--- src/rtl/seq_pkg.sv ---
package seq_pkg;
    localparam int INSTR_W = 9;

    typedef enum logic [2:0] {
        OP_STEP   = 3'd0,
        OP_BRANCH = 3'd1,
        OP_CALL   = 3'd2,
        OP_RETURN = 3'd3,
        OP_HALT   = 3'd4
    } op_e;
endpackage

--- src/rtl/seq_target.sv ---
module seq_target
    import seq_pkg::*;
#(
    parameter int AW = 6
) (
    input  logic [2:0]         op_i,
    input  logic               cond_i,
    input  logic [INSTR_W-1:0] instr_i,
    input  logic [AW-1:0]      pc_i,
    output logic [AW-1:0]      pc_inc_o,
    output logic [AW-1:0]      target_o,
    output logic               take_o
);
    always_comb begin
        pc_inc_o = pc_i + AW'(1);
        target_o = instr_i[AW-1:0];
        take_o   = 1'b0;
        if (op_i == OP_CALL) begin
            take_o = 1'b1;
        end else if (op_i == OP_BRANCH) begin
            take_o = cond_i;
        end
    end
endmodule

--- src/rtl/ret_stack.sv ---
module ret_stack #(
    parameter int DEPTH = 4,
    parameter int AW    = 6
) (
    input  logic          clk,
    input  logic          rst_n,
    input  logic          clear_i,
    input  logic          push_i,
    input  logic          pop_i,
    input  logic [AW-1:0] push_addr_i,
    output logic [AW-1:0] top_addr_o,
    output logic          ovf_o,
    output logic          unf_o
);
    localparam int PW = (DEPTH > 1) ? $clog2(DEPTH) : 1;
    localparam int CW = $clog2(DEPTH + 1);
    localparam logic [PW-1:0] LAST = PW'(DEPTH - 1);
    localparam logic [CW-1:0] FULL = CW'(DEPTH);

    typedef struct packed {
        logic [DEPTH-1:0][AW-1:0] slot;
        logic [PW-1:0]            wp;
        logic [CW-1:0]            cnt;
        logic                     ovf;
        logic                     unf;
    } stk_t;

    stk_t s_d, s_q;
    logic [PW-1:0] wp_inc, wp_dec;

    always_comb begin
        wp_inc = (s_q.wp == LAST) ? '0 : s_q.wp + PW'(1);
        wp_dec = (s_q.wp == '0) ? LAST : s_q.wp - PW'(1);

        s_d = s_q;
        if (clear_i) begin
            s_d.wp  = '0;
            s_d.cnt = '0;
        end else if (push_i) begin
            s_d.slot[s_q.wp] = push_addr_i;
            s_d.wp           = wp_inc;
            if (s_q.cnt == FULL) begin
                s_d.ovf = 1'b1;
            end else begin
                s_d.cnt = s_q.cnt + CW'(1);
            end
        end else if (pop_i) begin
            if (s_q.cnt == '0) begin
                s_d.unf = 1'b1;
            end else begin
                s_d.wp  = wp_dec;
                s_d.cnt = s_q.cnt - CW'(1);
            end
        end

        top_addr_o = (s_q.cnt == '0) ? '0 : s_q.slot[wp_dec];
    end

    always_ff @(posedge clk or negedge rst_n) begin
        if (!rst_n) begin
            s_q <= '0;
        end else begin
            s_q <= s_d;
        end
    end

    assign ovf_o = s_q.ovf;
    assign unf_o = s_q.unf;
endmodule

--- src/rtl/pc_sequencer.sv ---
module pc_sequencer
    import seq_pkg::*;
#(
    parameter int PMEM_DEPTH   = 64,
    parameter int RSTACK_DEPTH = 4
) (
    input  logic                          clk,
    input  logic                          rst_n,
    input  logic                          start_i,
    input  logic [2:0]                    op_i,
    input  logic [INSTR_W-1:0]            instr_i,
    input  logic                          cond_i,
    output logic [$clog2(PMEM_DEPTH)-1:0] fetch_addr_o,
    output logic [$clog2(PMEM_DEPTH)-1:0] pc_o,
    output logic                          running_o,
    output logic                          ovf_o,
    output logic                          unf_o
);
    localparam int AW = $clog2(PMEM_DEPTH);

    typedef struct packed {
        logic          run;
        logic [AW-1:0] pc;
    } core_t;

    core_t c_d, c_q;

    logic          stk_clear, stk_push, stk_pop;
    logic [AW-1:0] stk_top, pc_inc, tgt;
    logic          take;

    seq_target #(.AW(AW)) u_target (
        .op_i     (op_i),
        .cond_i   (cond_i),
        .instr_i  (instr_i),
        .pc_i     (c_q.pc),
        .pc_inc_o (pc_inc),
        .target_o (tgt),
        .take_o   (take)
    );

    ret_stack #(.DEPTH(RSTACK_DEPTH), .AW(AW)) u_stack (
        .clk         (clk),
        .rst_n       (rst_n),
        .clear_i     (stk_clear),
        .push_i      (stk_push),
        .pop_i       (stk_pop),
        .push_addr_i (pc_inc),
        .top_addr_o  (stk_top),
        .ovf_o       (ovf_o),
        .unf_o       (unf_o)
    );

    always_comb begin
        c_d       = c_q;
        stk_clear = 1'b0;
        stk_push  = 1'b0;
        stk_pop   = 1'b0;
        if (!c_q.run) begin
            c_d.pc = '0;
            if (start_i) begin
                c_d.run   = 1'b1;
                stk_clear = 1'b1;
            end
        end else begin
            unique case (op_i)
                OP_CALL: begin
                    stk_push = 1'b1;
                    c_d.pc   = tgt;
                end
                OP_RETURN: begin
                    stk_pop = 1'b1;
                    c_d.pc  = stk_top;
                end
                OP_HALT: begin
                    c_d.run = 1'b0;
                    c_d.pc  = '0;
                end
                default: c_d.pc = take ? tgt : pc_inc;
            endcase
        end
    end

    always_ff @(posedge clk or negedge rst_n) begin
        if (!rst_n) begin
            c_q <= '0;
        end else begin
            c_q <= c_d;
        end
    end

    assign fetch_addr_o = c_d.pc;
    assign pc_o         = c_q.pc;
    assign running_o    = c_q.run;
endmodule

--- config.mk ---
export PLATFORM = sky130hd
export DESIGN_NAME = pc_sequencer
export DESIGN_NICKNAME = d
export VERILOG_FILES = /design/src/rtl/seq_pkg.sv /design/src/rtl/seq_target.sv /design/src/rtl/ret_stack.sv /design/src/rtl/pc_sequencer.sv
export SDC_FILE = /design/constraint.sdc
export NUM_CORES = 1
export LEC_CHECK = 0
export BUFFER_PORTS_ARGS = -buffer_cell sky130_fd_sc_hd__buf_4
export CAP_MARGIN = 15
export CORE_MARGIN = 8
export CORE_UTILIZATION = 40
export CTS_CLUSTER_DIAMETER = 120
export DETAILED_ROUTE_END_ITERATION = 10
export HOLD_SLACK_MARGIN = 0.08
export MAX_ROUTING_LAYER = met4
export PLACE_DENSITY = 0.67
export SETUP_SLACK_MARGIN = 0.5
export SLEW_MARGIN = 5
export SYNTH_ARGS = -nofsm -noshare
export SYNTH_HDL_FRONTEND = slang
export SYNTH_SLANG_ARGS = --single-unit
--- constraint.sdc ---
create_clock -name clk -period 3.2 [get_ports clk]
set_clock_uncertainty 0.1 [all_clocks]
set_input_delay 0.64 -clock clk [delete_from_list [all_inputs] [get_ports clk]]
set_output_delay 0.64 -clock clk [all_outputs]
set_load 0.01 [all_outputs]
==> metrics, run 1 <==
Die Ht=87.5 microns; CTS tree=yes; worst reg-to-reg setup slack=1.30 ns; critical path class=flop to primary output; antenna violations before repair=0; layout cells sized above 1=40.9%; Max VDD drop=0.328 mV; # rows=26; Max Root-Sink Buffers=2; routed len/inst=16.5 microns; pin count of the biggest net entering global routing=39; dominant cell type by area after synthesis=dfrtp_1; Worst-Skew Late Latency=0.29 ns; Tcrit/Tclk final=86.3%; H-tree level count=2; Max Clock Freq=362 MHz; WP data arrival=2.02 ns; CP Max Fanout=7; setup violators final=0; register area share after synthesis=46.5%; hold crit path type=input port to asynchronous set/reset pin; syn nets=219; Vias=1649; core area=0.00501 sq mm; worst r2r src=u_stack.s_q[5]; synth cell count leaders=dfrtp_1, nand2_1, o21ai_0; leakage power total=1.16 nW; Max-Cap Viols=0; Final Util=52.5%; Total Nets Final=253; PortBufs=27; synthesized instance count=197; slowest stage delay, CP=0.39 ns; Synth Register Bits=38; FF-to-FF End=pc_o[1]; ant diodes=0; GRT Total Usage=13.4%; GRT overflow=0; count leader, synth=dfrtp_1; top_reg_cell synth=dfrtp_1; Synth Area per Inst=10.4 sq um; synth warn=0; Synth Cell Area=0.00205 sq mm; Slew @ Worst Pin=0.490 ns; Via-to-Cell Ratio=5.46; relative slew slack=67.3%; clk root buf=clkbuf_8; Place WS=0.402 ns; clock buffer count from CTS=5; final worst slack=0.439 ns; first-pass GRT wire length=7820 microns; hold slack=0.211 ns; setup TNS=0 ns; synth top area cells=dfrtp_1, o21ai_0, mux4_2, nand2_1, ha_1; # hold bufs at CTS=0; DR pass1 iterations=4; drt first-iter violations=105; worst r2r path cells=7; critical path launch point type=flop; Final Hold Vio Count=0; Worst Path Required=2.46 ns; Clock transition at path regs=0.08 ns; fin crit period=2.76 ns; boundary pin count=31; crit path capture type=primary output; Area Overhead vs Synth=28.7%; number of synthesized flops with an enable pin=0; WL final=4980 microns; Synth async-reset ratio=100%; post-synth cell types=45; DP HPWL=3260 microns; residual DRC count=0; GP Congestion=0.734; clock sink count=38; Starting Density=40.8%; Slowest-stage cell, CP=dfrtp_1; Yosys top cell area share=46.5%; Final Slew Violations=0; Die X-Extent=87.5 microns; vias in the first global route=1592; outcome=finished clean; RSZ-0062 raised after global routing=true; crit-path cells=inv_2, ha_4, mux4_2, a221o_2, nand2_2, a21oi_2, buf_4; Final ANT Viol Nets=0; pwr dens=843 mW/mm^2; die area=0.00766 sq mm
how the worst max path moves through the flow:
stage | depth (start not counted) | slack (ns) | startpoint | to
2_1_floorplan | 9 | 0.50 | u_stack.s_q[5] | fetch_addr_o[0]
3_3_place_gp | 6 | 0.41 | op_i[2] | fetch_addr_o[2]
3_5_place_dp | 6 | 0.40 | op_i[2] | fetch_addr_o[2]
4_1_cts | 5 | 0.47 | pc_o[0] | fetch_addr_o[2]
5_1_grt | 6 | 0.38 | u_stack.s_q[5] | fetch_addr_o[0]
6_report | 7 | 0.44 | u_stack.s_q[5] | fetch_addr_o[0]
per-layer routing:
metal | share of wire (%) | track usage [%]
met1 | 45 | 16.3
met4 | 1.9 | 5.16
met5 | 0 | -
met2 | 49 | 21.7
met3 | 4.4 | 2.36
where the power goes:
| part | internal (mW) | leakage (nW) | switching [mW] |
|---|---|---|---|
| registers | 0.670 | 0.479 | 0.116 |
| logic | 0.491 | 0.613 | 0.454 |
| clock network | 0.312 | 0.0683 | 0.176 |
through the flow:
step | total power [mW] | std cells | area [sq um]
after floorplan | 1.33 | 197 | 2050
after global placement | 1.53 | 282 | 2260
after detailed placement | 1.55 | 282 | 2260
after CTS | 2.16 | 297 | 2520
after global routing | 2.36 | 302 | 2630
final | 2.22 | 302 | 2630
cell families after synthesis:
| family | after synthesis | synth area share (%) |
|---|---|---|
| XOR/XNOR | 6 | 2.57 |
| multiplexers | 11 | 9.30 |
| AND/OR/NAND/NOR | 54 | 12.4 |
| adder cells (fa/ha/maj) | 6 | 3.67 |
| flip-flops | 38 | 46.5 |
| buffers and inverters | 23 | 6.61 |
| AO/OA/AOI/OAI | 59 | 19.0 |
cell usage in the layout (no fill, tap or decap), types with 3 or more instances in the layout:
cell type,netlist,routed
nand2_1,31,29
o21ai_1,2,3
nor2_1,6,5
ha_1,6,4
o21ai_0,28,27
buf_4,7,41
dfrtp_1,38,36
mux2_2,4,4
mux4_2,6,6
nand3_1,8,8
a21oi_1,5,3
inv_1,5,3
clkbuf_8,1,5
buf_6,1,3
xnor2_1,4,3
what timing repair did:
item | in CTS | in global routing
setup buffers | 7 | 4
cloned | 0 | 1
hold endpoints to repair | 0 | 0
endpoints found under the setup margin | 6 | 6
pin swaps | 5 | 5
gates resized for setup | 15 | 16
worst max-delay path: cells and delay by family, from the launching register on:
kind | cells | cell delay (ns)
flops | 1 | 0.39
buf+inv | 2 | 0.22
compound gates | 2 | 0.40
fa+ha+maj | 1 | 0.32
mux | 1 | 0.32
simple gates | 1 | 0.08
area by class of cell:
| cell class | instances | area, sq um |
|---|---|---|
| sequential | 38 | 953 |
| inverter | 5 | 18.8 |
| tap | 70 | 87.6 |
| multi-input combinational | 136 | 1090 |
| clock inverter | 3 | 68.8 |
| timing repair buffer | 45 | 347 |
| fill | 451 | 2380 |
| clock buffer | 5 | 68.8 |
state kept, by name, summed over array words and instances (netlist names):
| name | flops |
|---|---|
| u_stack.s_q | 29 |
| pc_o | 6 |
| u_stack.unf_o | 1 |
| running_o | 1 |
| u_stack.ovf_o | 1 |
(Power assumes the default switching activity.)
==> run 2: changes to the inputs <==
Settings changed: SETUP_SLACK_MARGIN 0.5 to not set.
==> run 2 against run 1 <==
Utilization fell by 4.5 points. Via count fell by 7.0%. Largest cell class unchanged. Cell count fell by 4.0%. Non-clock buffer count fell by 12.
==> metrics, run 2 (synthesis results as in run 1) <==
vias in the first global route=1497 (-6.0%); routed len/inst=15.4 microns (-6.5%); Area Overhead vs Synth=17.7%; PortBufs=27 (unchanged); Die X-Extent=87.5 microns (unchanged); CTS tree=yes; RSZ-0062 raised after global routing=false; ant diodes=0 (unchanged); WP data arrival=2.31 ns (+0.29 ns); Largest register FFs=29 (unchanged); most frequent cells in the layout=dfrtp_1, buf_4, nand2_1; crit-path cells=inv_1, ha_1, mux4_2, a221o_2, nand2_1, a21oi_1, buf_4; GP Congestion=0.759 (+3.4%); Max VDD drop=0.291 mV (-11%); setup violators final=0 (unchanged); GRT overflow=0 (unchanged); relative slew slack=63.4% (-3.9 points); Final ANT Viol Nets=0 (unchanged); Final Slew Violations=0 (unchanged); DR pass1 iterations=4 (unchanged); core area=0.00501 sq mm (unchanged); CP Max Fanout=8 (+1); Multi-input gate area=965 sq um (-11%); DP HPWL=3180 microns (-2.4%); Most flops, register=u_stack.s_q; layout cells sized above 1=29.1% (-12 points); Max-Cap Viols=0 (unchanged); pin count of the biggest net entering global routing=39 (unchanged); GR peak layer=met2; critical path launch point type=flop; fin crit period=3.05 ns (+0.286 ns); residual DRC count=0 (unchanged); Total Nets Final=241 (-4.7%); antenna violations before repair=0 (unchanged); GRT Total Usage=13.1% (-0.30 points); Max Clock Freq=328 MHz (-9.4%); Via-to-Cell Ratio=5.29 (-3.2%); most common cell after layout, fill and taps aside=dfrtp_1; Vias=1533 (-7.0%); Largest delay share family, worst path=adder cells; Clk pwr share=24.2% (+2.2 points); first-pass GRT wire length=7470 microns (-4.5%); FF+latch area=951 sq um (-0.26%); Slew @ Worst Pin=0.545 ns (+0.0551 ns); met1 Usage GRT=16.4% (+0.13 points); Sw Pwr=0.673 mW (-9.8%); grt met3 use=3.77% (+1.4 points); die area=0.00766 sq mm (unchanged); critical path class=flop to primary output; Clock transition at path regs=0.08 ns (about the same); Fillers=504 (+12%); # rows=26 (unchanged); Pint=1.36 mW (-7.9%); Design Power=2.03 mW (-8.5%); setup TNS=0 ns (unchanged); WL final=4480 microns (-10%); hold slack=0.202 ns (-0.00838 ns); met2 usage=19.6% (-2.1 points); switch share=33.1% (-0.47 points); outcome=finished clean; Sequential Power Share=39.3% (+3.9 points); Final Hold Vio Count=0 (unchanged); Cell Area, Placed=0.00226 sq mm (unchanged); H-tree level count=2 (unchanged); Worst Path Required=2.46 ns (about the same); clock sink count=38 (unchanged); Worst-Skew Late Latency=0.29 ns (about the same); boundary pin count=31 (unchanged); Tcrit/Tclk final=95.2% (+8.9 points); slowest stage delay, CP=0.49 ns (+0.10 ns); Starting Density=40.8% (unchanged); Slowest-stage cell, CP=ha_1; clk root buf=clkbuf_8; Max Root-Sink Buffers=2 (unchanged); drt first-iter violations=92 (-12%); Buf/Inv on CP=2 (unchanged); hold crit path type=input port to asynchronous set/reset pin; leakage power total=1.08 nW (-6.9%); crit path capture type=primary output; pwr dens=843 mW/mm^2 (about the same); Comb power frac=36.5% (-6.1 points); clock buffer count from CTS=5 (unchanged); Die Ht=87.5 microns (unchanged); post-route cell area=0.00241 sq mm (-8.6%)
## run 2: cell count changes in the layout (fill, tap and decap cells not counted), sizes merged
| cell | previous run | this run |
|---|---|---|
| buf | 45 | 33 |
## run 2: final cells by class
class	instances	share of cell area [%]
multi-input cells	136	40.1
repair buffers	33	10.3
clock inverters	3	2.86
inverters	5	0.780
flip-flops and latches	38	39.5
well taps	70	3.64
clock buffers	5	2.86
## run 2: worst paths after layout
kind                                      from         endpoint  slack [ns]  depth (start not counted)
worst max-delay path            u_stack.s_q[6]  fetch_addr_o[1]        0.15                          7
worst min-delay path                     rst_n    u_stack.ovf_o        0.20                          1
worst max register to register  u_stack.s_q[6]          pc_o[1]        1.12                          6
worst min register to register   u_stack.ovf_o    u_stack.ovf_o        0.37                          1
max in group asynchronous                rst_n  u_stack.s_q[20]        2.45                          1
min in group clk                 u_stack.ovf_o    u_stack.ovf_o        0.37                          1
## run 2: what timing repair did
action | CTS | global route
gates resized for setup | 0 | 1
setup endpoints to repair | 0 | 1
hold buffers | 0 | 0
setup buffers | 0 | 0
## run 2: routing by layer
layer	vias to the layer above	routed length, microns
met5	-	0
met4	0	57
met3	5	235
met2	36	2060
met1	740	2120
li1	752	-
## run 2: metrics by stage
step / util (%) / std cells / setup slack (ns)
5_1_grt: 48.1 / 290 / 0.0635
2_1_floorplan: - / 197 / 0.320
4_1_cts: 48.0 / 290 / 0.129
6_report: 48.1 / 290 / 0.153
3_5_place_dp: 45.2 / 282 / 0.391
3_3_place_gp: 45.2 / 282 / 0.376
## run 2: power by group through the flow
stage | Clock, mW | Sequential (mW) | Combinational [mW]
4_1_cts | 0.502 | 0.796 | 0.748
3_5_place_dp | 0 | 0.804 | 0.742
3_3_place_gp | 0 | 0.797 | 0.730
5_1_grt | 0.523 | 0.827 | 0.824
6_report | 0.492 | 0.797 | 0.741
2_1_floorplan | 0 | 0.788 | 0.537
